`config.mk`:
```
export PLATFORM = sky130hd
export DESIGN_NAME = idiv_bg
export DESIGN_NICKNAME = d
export VERILOG_FILES = /design/src/rtl/idiv_bg.sv
export SDC_FILE = /design/constraint.sdc
export NUM_CORES = 1
export LEC_CHECK = 0
export BUFFER_PORTS_ARGS = -buffer_cell sky130_fd_sc_hd__buf_2
export CORE_UTILIZATION = 60
export DETAILED_ROUTE_END_ITERATION = 10
export PLACE_DENSITY = 0.78
export SYNTH_ARGS = -nofsm -noshare
export SYNTH_HDL_FRONTEND = slang
export SYNTH_SLANG_ARGS = --single-unit
export TNS_END_PERCENT = 50
```
`constraint.sdc`:
```
create_clock -name clk -period 3.4 [get_ports clk]
set_clock_uncertainty 0.15 [all_clocks]
set_input_delay 0.51 -clock clk [delete_from_list [all_inputs] [get_ports clk]]
set_output_delay 0.51 -clock clk [all_outputs]
set_load 0.01 [all_outputs]
```
`src/rtl/idiv_bg.sv`:
```
module idiv_bg #(
  parameter int W   = 32,
  parameter int LAT = 42
) (
  input  logic         clk,
  input  logic         rst_n,
  input  logic         req_valid,
  input  logic         req_signed,
  input  logic [W-1:0] req_dividend,
  input  logic [W-1:0] req_divisor,
  output logic         req_ready,
  input  logic         rd_lo,
  input  logic         rd_hi,
  output logic         stall,
  output logic [W-1:0] lo_q,
  output logic [W-1:0] hi_q,
  output logic         lo_full,
  output logic         hi_full
);
  localparam int CW      = $clog2(LAT + 1);
  localparam int STEP_LO = LAT - 1 - W;

  logic          busy;
  logic [CW-1:0] cnt;
  logic [W:0]    rem;
  logic [W-1:0]  quo;
  logic [W-1:0]  dvs;
  logic [W-1:0]  dvd_keep;
  logic          neg_q, neg_r, by_zero;

  wire take = req_valid && !busy;

  wire a_neg = req_signed && req_dividend[W-1];
  wire b_neg = req_signed && req_divisor[W-1];
  wire [W-1:0] a_mag = a_neg ? -req_dividend : req_dividend;
  wire [W-1:0] b_mag = b_neg ? -req_divisor  : req_divisor;

  wire [W:0] shifted = {rem[W-1:0], quo[W-1]};
  wire       ge      = shifted >= {1'b0, dvs};
  wire       do_step = busy && (cnt > CW'(STEP_LO));
  wire       finish  = busy && (cnt == '0);

  wire [W-1:0] q_fin = by_zero ? '1       : (neg_q ? -quo : quo);
  wire [W-1:0] r_fin = by_zero ? dvd_keep : (neg_r ? -rem[W-1:0] : rem[W-1:0]);

  assign req_ready = !busy;
  assign stall     = (rd_lo && !lo_full) || (rd_hi && !hi_full);

  always_ff @(posedge clk) begin
    if (!rst_n) begin
      busy     <= 1'b0;
      cnt      <= '0;
      rem      <= '0;
      quo      <= '0;
      dvs      <= '0;
      dvd_keep <= '0;
      neg_q    <= 1'b0;
      neg_r    <= 1'b0;
      by_zero  <= 1'b0;
      lo_q     <= '0;
      hi_q     <= '0;
      lo_full  <= 1'b0;
      hi_full  <= 1'b0;
    end else if (take) begin
      busy     <= 1'b1;
      cnt      <= CW'(LAT - 1);
      rem      <= '0;
      quo      <= a_mag;
      dvs      <= b_mag;
      dvd_keep <= req_dividend;
      by_zero  <= (req_divisor == '0);
      neg_q    <= a_neg ^ b_neg;
      neg_r    <= a_neg;
      lo_full  <= 1'b0;
      hi_full  <= 1'b0;
    end else if (busy) begin
      if (do_step) begin
        rem <= ge ? (shifted - {1'b0, dvs}) : shifted;
        quo <= {quo[W-2:0], ge};
      end
      if (finish) begin
        busy    <= 1'b0;
        lo_q    <= q_fin;
        hi_q    <= r_fin;
        lo_full <= 1'b1;
        hi_full <= 1'b1;
      end else begin
        cnt <= cnt - 1'b1;
      end
    end
  end
endmodule

```
# After elaboration in Yosys (flattened, before gate mapping)
# Index checks and enable logic that the tools add are counted.
dict set report classes {
  n_addsub 6
  n_lt_le_gt_ge 2
  n_eq_ne 1
  n_mux 16
  bitwise 4
  reduce_logical 21
}
# cell count
set op_table {}
lappend op_table {{32-bit two-way mux} 10}
lappend op_table {{32-bit negator} 4}
lappend op_table {{33-bit by 32-bit >= comparator with 1-bit output} 1}
lappend op_table {{32-bit zero test} 1}
lappend op_table {{32-bit subtractor} 1}
lappend op_table {{6-bit two-way mux} 3}
lappend op_table {{2-bit AND reduction} 5}
lappend op_table {{1-bit logical AND} 7}
lappend op_table {{6-bit by 4-bit > comparator with 1-bit output, second input constant} 1}
lappend op_table {{6-bit zero test} 1}
lappend op_table {{6-bit by 1-bit subtractor with 6-bit output, second input constant} 1}
lappend op_table {{2-bit nonzero test} 2}
lappend op_table {{1-bit two-way mux} 3}
lappend op_table {{1-bit NOT} 3}
lappend op_table {{3-bit AND reduction} 1}
lappend op_table {{1-bit zero test} 2}
lappend op_table {{2-bit != test, second input constant} 1}
lappend op_table {{2-bit OR reduction} 1}
lappend op_table {{1-bit logical OR} 1}
lappend op_table {{1-bit bitwise XOR} 1}
dict set report word_totals {
  reg_bits 203
  input_bits 70
  word_cells 63
}

# Longest topological paths before layout
dict set report logic_depth {
  word_depth 5
  mapped_depth 13
}

# Worst setup path before layout
# Ideal clock, no wire load.
dict set report synth_timing {
  kind {register to register}
  from {register rem[17]}
  to {register rem[11]}
  t_arrival_ns 2.728
  required_time_ns 3.164
  setup_slack_ns 0.437
  path_stages_with_launch 11
  path_buffers 2
  period_less_slack_ns 2.963
  cell_sequence {dfxtp_1 -> ha_1 -> a21oi_1 -> o21ai_0 -> o41ai_1 -> a311oi_2 -> or2_2 -> clkbuf_2 -> buf_4 -> mux2i_1 -> a211oi_1}
}
dict set report synth_via {
  elab_chain_len 2
}
# item line_no
set synth_rtl {}
lappend synth_rtl {{start: declaration} 25} ;# logic [W:0] rem;
lappend synth_rtl {{start signal: assignment} 78} ;# rem <= ge ? (shifted - {1'b0, dvs}) : shifted;
lappend synth_rtl {{33-bit by 32-bit >= comparator with 1-bit output} 39} ;# wire ge = shifted >= {1'b0, dvs};
lappend synth_rtl {{32-bit two-way mux} 78}
# No other way between the ends.
# A chain may end at the register's enable or synchronous reset.

# Final worst setup path
dict set report layout_timing {
  from {register dvs[1]}
  to {register rem[12]}
}
dict set report layout_via {
  elab_chain_len 2
}
# item line_no
set layout_rtl {}
lappend layout_rtl {{start: declaration} 27} ;# logic [W-1:0] dvs;
lappend layout_rtl {{start signal: assignment} 69} ;# dvs <= b_mag;
lappend layout_rtl {{32-bit subtractor or 33-bit by 32-bit >= comparator with 1-bit output (tied branches)} {78, 39}}
lappend layout_rtl {{32-bit two-way mux *} 78}
# Every way passes the cells marked *; elsewhere a longest branch is shown, timed or not.

==> metrics.md <==
| Metric | Value |
|---|---|
| Register area share after synthesis | 33.13% |
| Status | completed |
| Syn nets | 1747 |
| Synthesized flop and latch total | 203 |
| Drt pass-1 iters | 5 |
| Setup Viol. Count Final | 0 |
| Slowest stage delay, CP | 400 ps |
| Synth-to-layout area growth | 15.94% |
| CP Buf/Inv Count | 3 |
| PortBufs | 137 |
| Crit-path cells | inv_1 -> ha_1 -> nor2b_1 -> o21bai_1 -> a211oi_2 -> o21ai_0 -> a311oi_2 -> buf_4 -> or2_2 -> buf_12 -> mux2i_1 -> a211oi_1 |
| TritonCTS Buffers | 23 |
| Cts hold-fix bufs | 0 |
| Drt drc | 0 |
| FMAX | 0.3150 GHz |
| Total grt overflow | 0 |
| Leakage | 5.807 nW |
| IR drop worst, VDD | 0.0002982 V |
| RSZ-0062 raised after global routing | false |
| Final Max Slew Viols | 0 |
| Clock-pin slew on the worst setup and hold paths | 60 ps |
| Vias/cell | 6.094 |
| H-tree levels | 1 |
| FILL cells | 1641 |
| Post-route minimum period | 3174 ps |
| Dominant synthesized flop cell | dfxtp_1 |
| Final Routed Wirelength | 36350 um |
| Worst setup SP type | register |
| Gr usage total | 33.87% |
| Final ANT Viol Nets | 0 |
| HPWL after detailed placement | 26850 um |
| Yosys warns | 0 |
| Mapped Avg Cell Area | 7.493 um2 |
| Worst-path maximum fanout | 13 |
| Die area | 21020 um2 |
| Hold Crit Class | primary input to register |
| Slowest cell on crit path | dfxtp_1 |
| CORE AREA | 19720 um2 |
| Layout Nets | 1879 |
| First-pass GRT wire length | 58620 um |
| Crit Path Class | register to register |
| Clk_lat worst skew | 520 ps |
| Maxcap violations | 0 |
| Die height | 145.0 um |
| Setup TNS | 0 ps |
| Routed length per placed instance | 17.75 um |
| # Post-CTS Setup Buffers | 0 |
| Die width | 145.0 um |
| Slew HR | 22.88% |
| CTS-repair resized insts | 0 |
| Number of global-route vias before repair | 11850 |
| Cell Pwr Density | 483.1 nW/um2 |
| Initial detailed-routing violation count | 948 |
| Slew @ Worst Pin | 1153 ps |
| Finished Core Util | 72.12% |
| CTS sink count | 203 |
| Worst Setup End Kind | register |
| Crit share post-route | 93.36% |
| Post-placement cell area | 13510 um2 |
| Vias | 12480 |
| Required @ worst endpoint | 3660 ps |
| Top delay family on crit path | compound AO/OA/AOI/OAI gates |
| Site Rows | 51 |
| Total chip power | 6.870 mW |
| Mapped Area | 12270 um2 |
| Initial core utilization | 62.21% |
| GPL Wtd Cong | 0.9306 |
| CTS max path bufs | 3 |
| Root Buffer | clkbuf_16 |
| Worst Path Arrival | 3440 ps |
| Largest net degree at the start of global routing | 84 |
| Asr flop ratio synth | 0% |
| Synth unique cells | 67 |
| Share of post-route cells with drive strength above 1 | 14.73% |
| Initial antenna violation count | 1 |
| CTS tree | built |
| Post-synth EDFFs | 0 |
| Fin area | 14220 um2 |
| Cells after Synth | 1637 |
| Hold Violations, Final | 0 |
| IO Count | 138 |
path summary, 6_finish.rpt:
| kind | from | to | slack (ps) | cells past startpoint |
|---|---|---|---|---|
| setup / recovery | dvs[1]$_SDFFE_PN0P_ | rem[12]$_SDFFE_PP0P_ | 230 | 12 |
| hold / removal | req_dividend[30] | dvd_keep[30]$_SDFFE_PN0P_ | 120 | 3 |
| setup reg to reg | dvs[1]$_SDFFE_PN0P_ | rem[12]$_SDFFE_PP0P_ | 230 | 12 |
| hold reg to reg | hi_q[31]$_SDFFE_PN0P_ | hi_q[31]$_SDFFE_PN0P_ | 300 | 2 |
layer usage:
| layer | up-vias | GRT usage [%] | wire (um) |
|---|---|---|---|
| li1 | 6063 | - | - |
| met1 | 5930 | 43.50 | 15740 |
| met2 | 387 | 56.80 | 17210 |
| met5 | - | 0 | 0 |
| met4 | 0 | 14.57 | 1422 |
| met3 | 101 | 4.434 | 1975 |
cells by family after synthesis:
logic type / count (synthesis) / synth area share, %
compound gates: 479 / 24.31
xor+xnor: 141 / 10.07
fa+ha+maj: 40 / 4.142
buf+inv: 158 / 4.968
flops: 203 / 33.13
mux: 22 / 1.795
simple gates: 594 / 21.59
state kept, by name, summed over array words and instances, names as in the netlist:
signal	cells
busy	1
lo_q	32
quo	32
cnt	6
hi_q	32
dvs	32
rem	32
by_zero	1
hi_full	1
dvd_keep	32
neg_r	1
neg_q	1
worst register-to-register path, delay by kind of cell, from the launching register on:
kind / cells / cell delay [ps]
flip-flops: 1 / 400
adder cells (fa/ha/maj): 1 / 290
AND/OR/NAND/NOR: 2 / 540
AO/OA/AOI/OAI: 5 / 1130
buffers and inverters: 3 / 420
multiplexers: 1 / 130
cell type report:
| class | instances | area (um2) | share of cell area [%] |
|---|---|---|---|
| multi-input combinational | 1276 | 7640 | 53.72 |
| timing repair buffer | 209 | 1276 | 8.974 |
| tap | 265 | 331.6 | 2.332 |
| sequential | 203 | 4065 | 28.59 |
| clock buffer | 33 | 673.1 | 4.733 |
| antenna | 4 | 10.01 | 0.07039 |
| clock inverter | 2 | 13.76 | 0.09678 |
| inverter | 56 | 211.5 | 1.487 |
where the power goes:
part	switching [mW]	internal (mW)
registers	0.149	2.55
logic	1.10	0.730
clock network	0.984	1.36
Yosys cell counts (3+ instances only):
cell | n | area, um2
o21ai_0 | 132 | 660.6
xnor2_1 | 67 | 586.8
o31ai_1 | 20 | 150.1
or4_4 | 3 | 33.78
o211ai_1 | 13 | 97.59
xor2_1 | 74 | 648.1
nor3_1 | 41 | 205.2
buf_4 | 3 | 22.52
a311oi_1 | 32 | 280.3
nand4_1 | 12 | 75.07
a211o_1 | 3 | 26.28
o21bai_1 | 7 | 52.55
o31a_1 | 4 | 35.03
and2_1 | 10 | 62.56
nor4_1 | 15 | 93.84
o41ai_1 | 15 | 131.4
dfxtp_1 | 203 | 4064
and3_1 | 15 | 93.84
o22ai_1 | 16 | 100.1
a41oi_1 | 9 | 78.83
nor2_1 | 159 | 596.8
nand3_1 | 31 | 155.2
clkbuf_1 | 88 | 330.3
inv_1 | 55 | 206.5
ha_1 | 39 | 488.0
or2_2 | 3 | 18.77
mux2i_1 | 22 | 220.2
a21o_1 | 10 | 75.07
nand2_1 | 256 | 960.9
a21oi_1 | 147 | 735.7
a31oi_1 | 8 | 50.05
nor2b_1 | 6 | 37.54
buf_2 | 3 | 15.01
or3_1 | 8 | 50.05
a211oi_1 | 38 | 285.3
nand2b_1 | 9 | 56.30
o21a_1 | 6 | 45.04
buf_1 | 7 | 26.28
or4_1 | 14 | 105.1
per-stage QoR:
stage	hold WS, ps	cells	setup slack (ps)
final	119.8	2048	225.8
after global routing	123.1	2045	25.32
after CTS	110.1	2044	242.2
after detailed placement	292.8	2009	186.8
after global placement	288.2	2009	224.1
after floorplan	281.1	1637	436.9
layout by cell type, fill, tap and decap left out, types with 55 or more instances in the layout:
cell type	count
a21oi_1	146
buf_2	137
buf_4	68
dfxtp_1	202
inv_1	55
nand2_1	255
nor2_1	157
o21ai_0	132
xnor2_1	67
xor2_1	74
No activity file was read; power rests on OpenSTA's default activity.
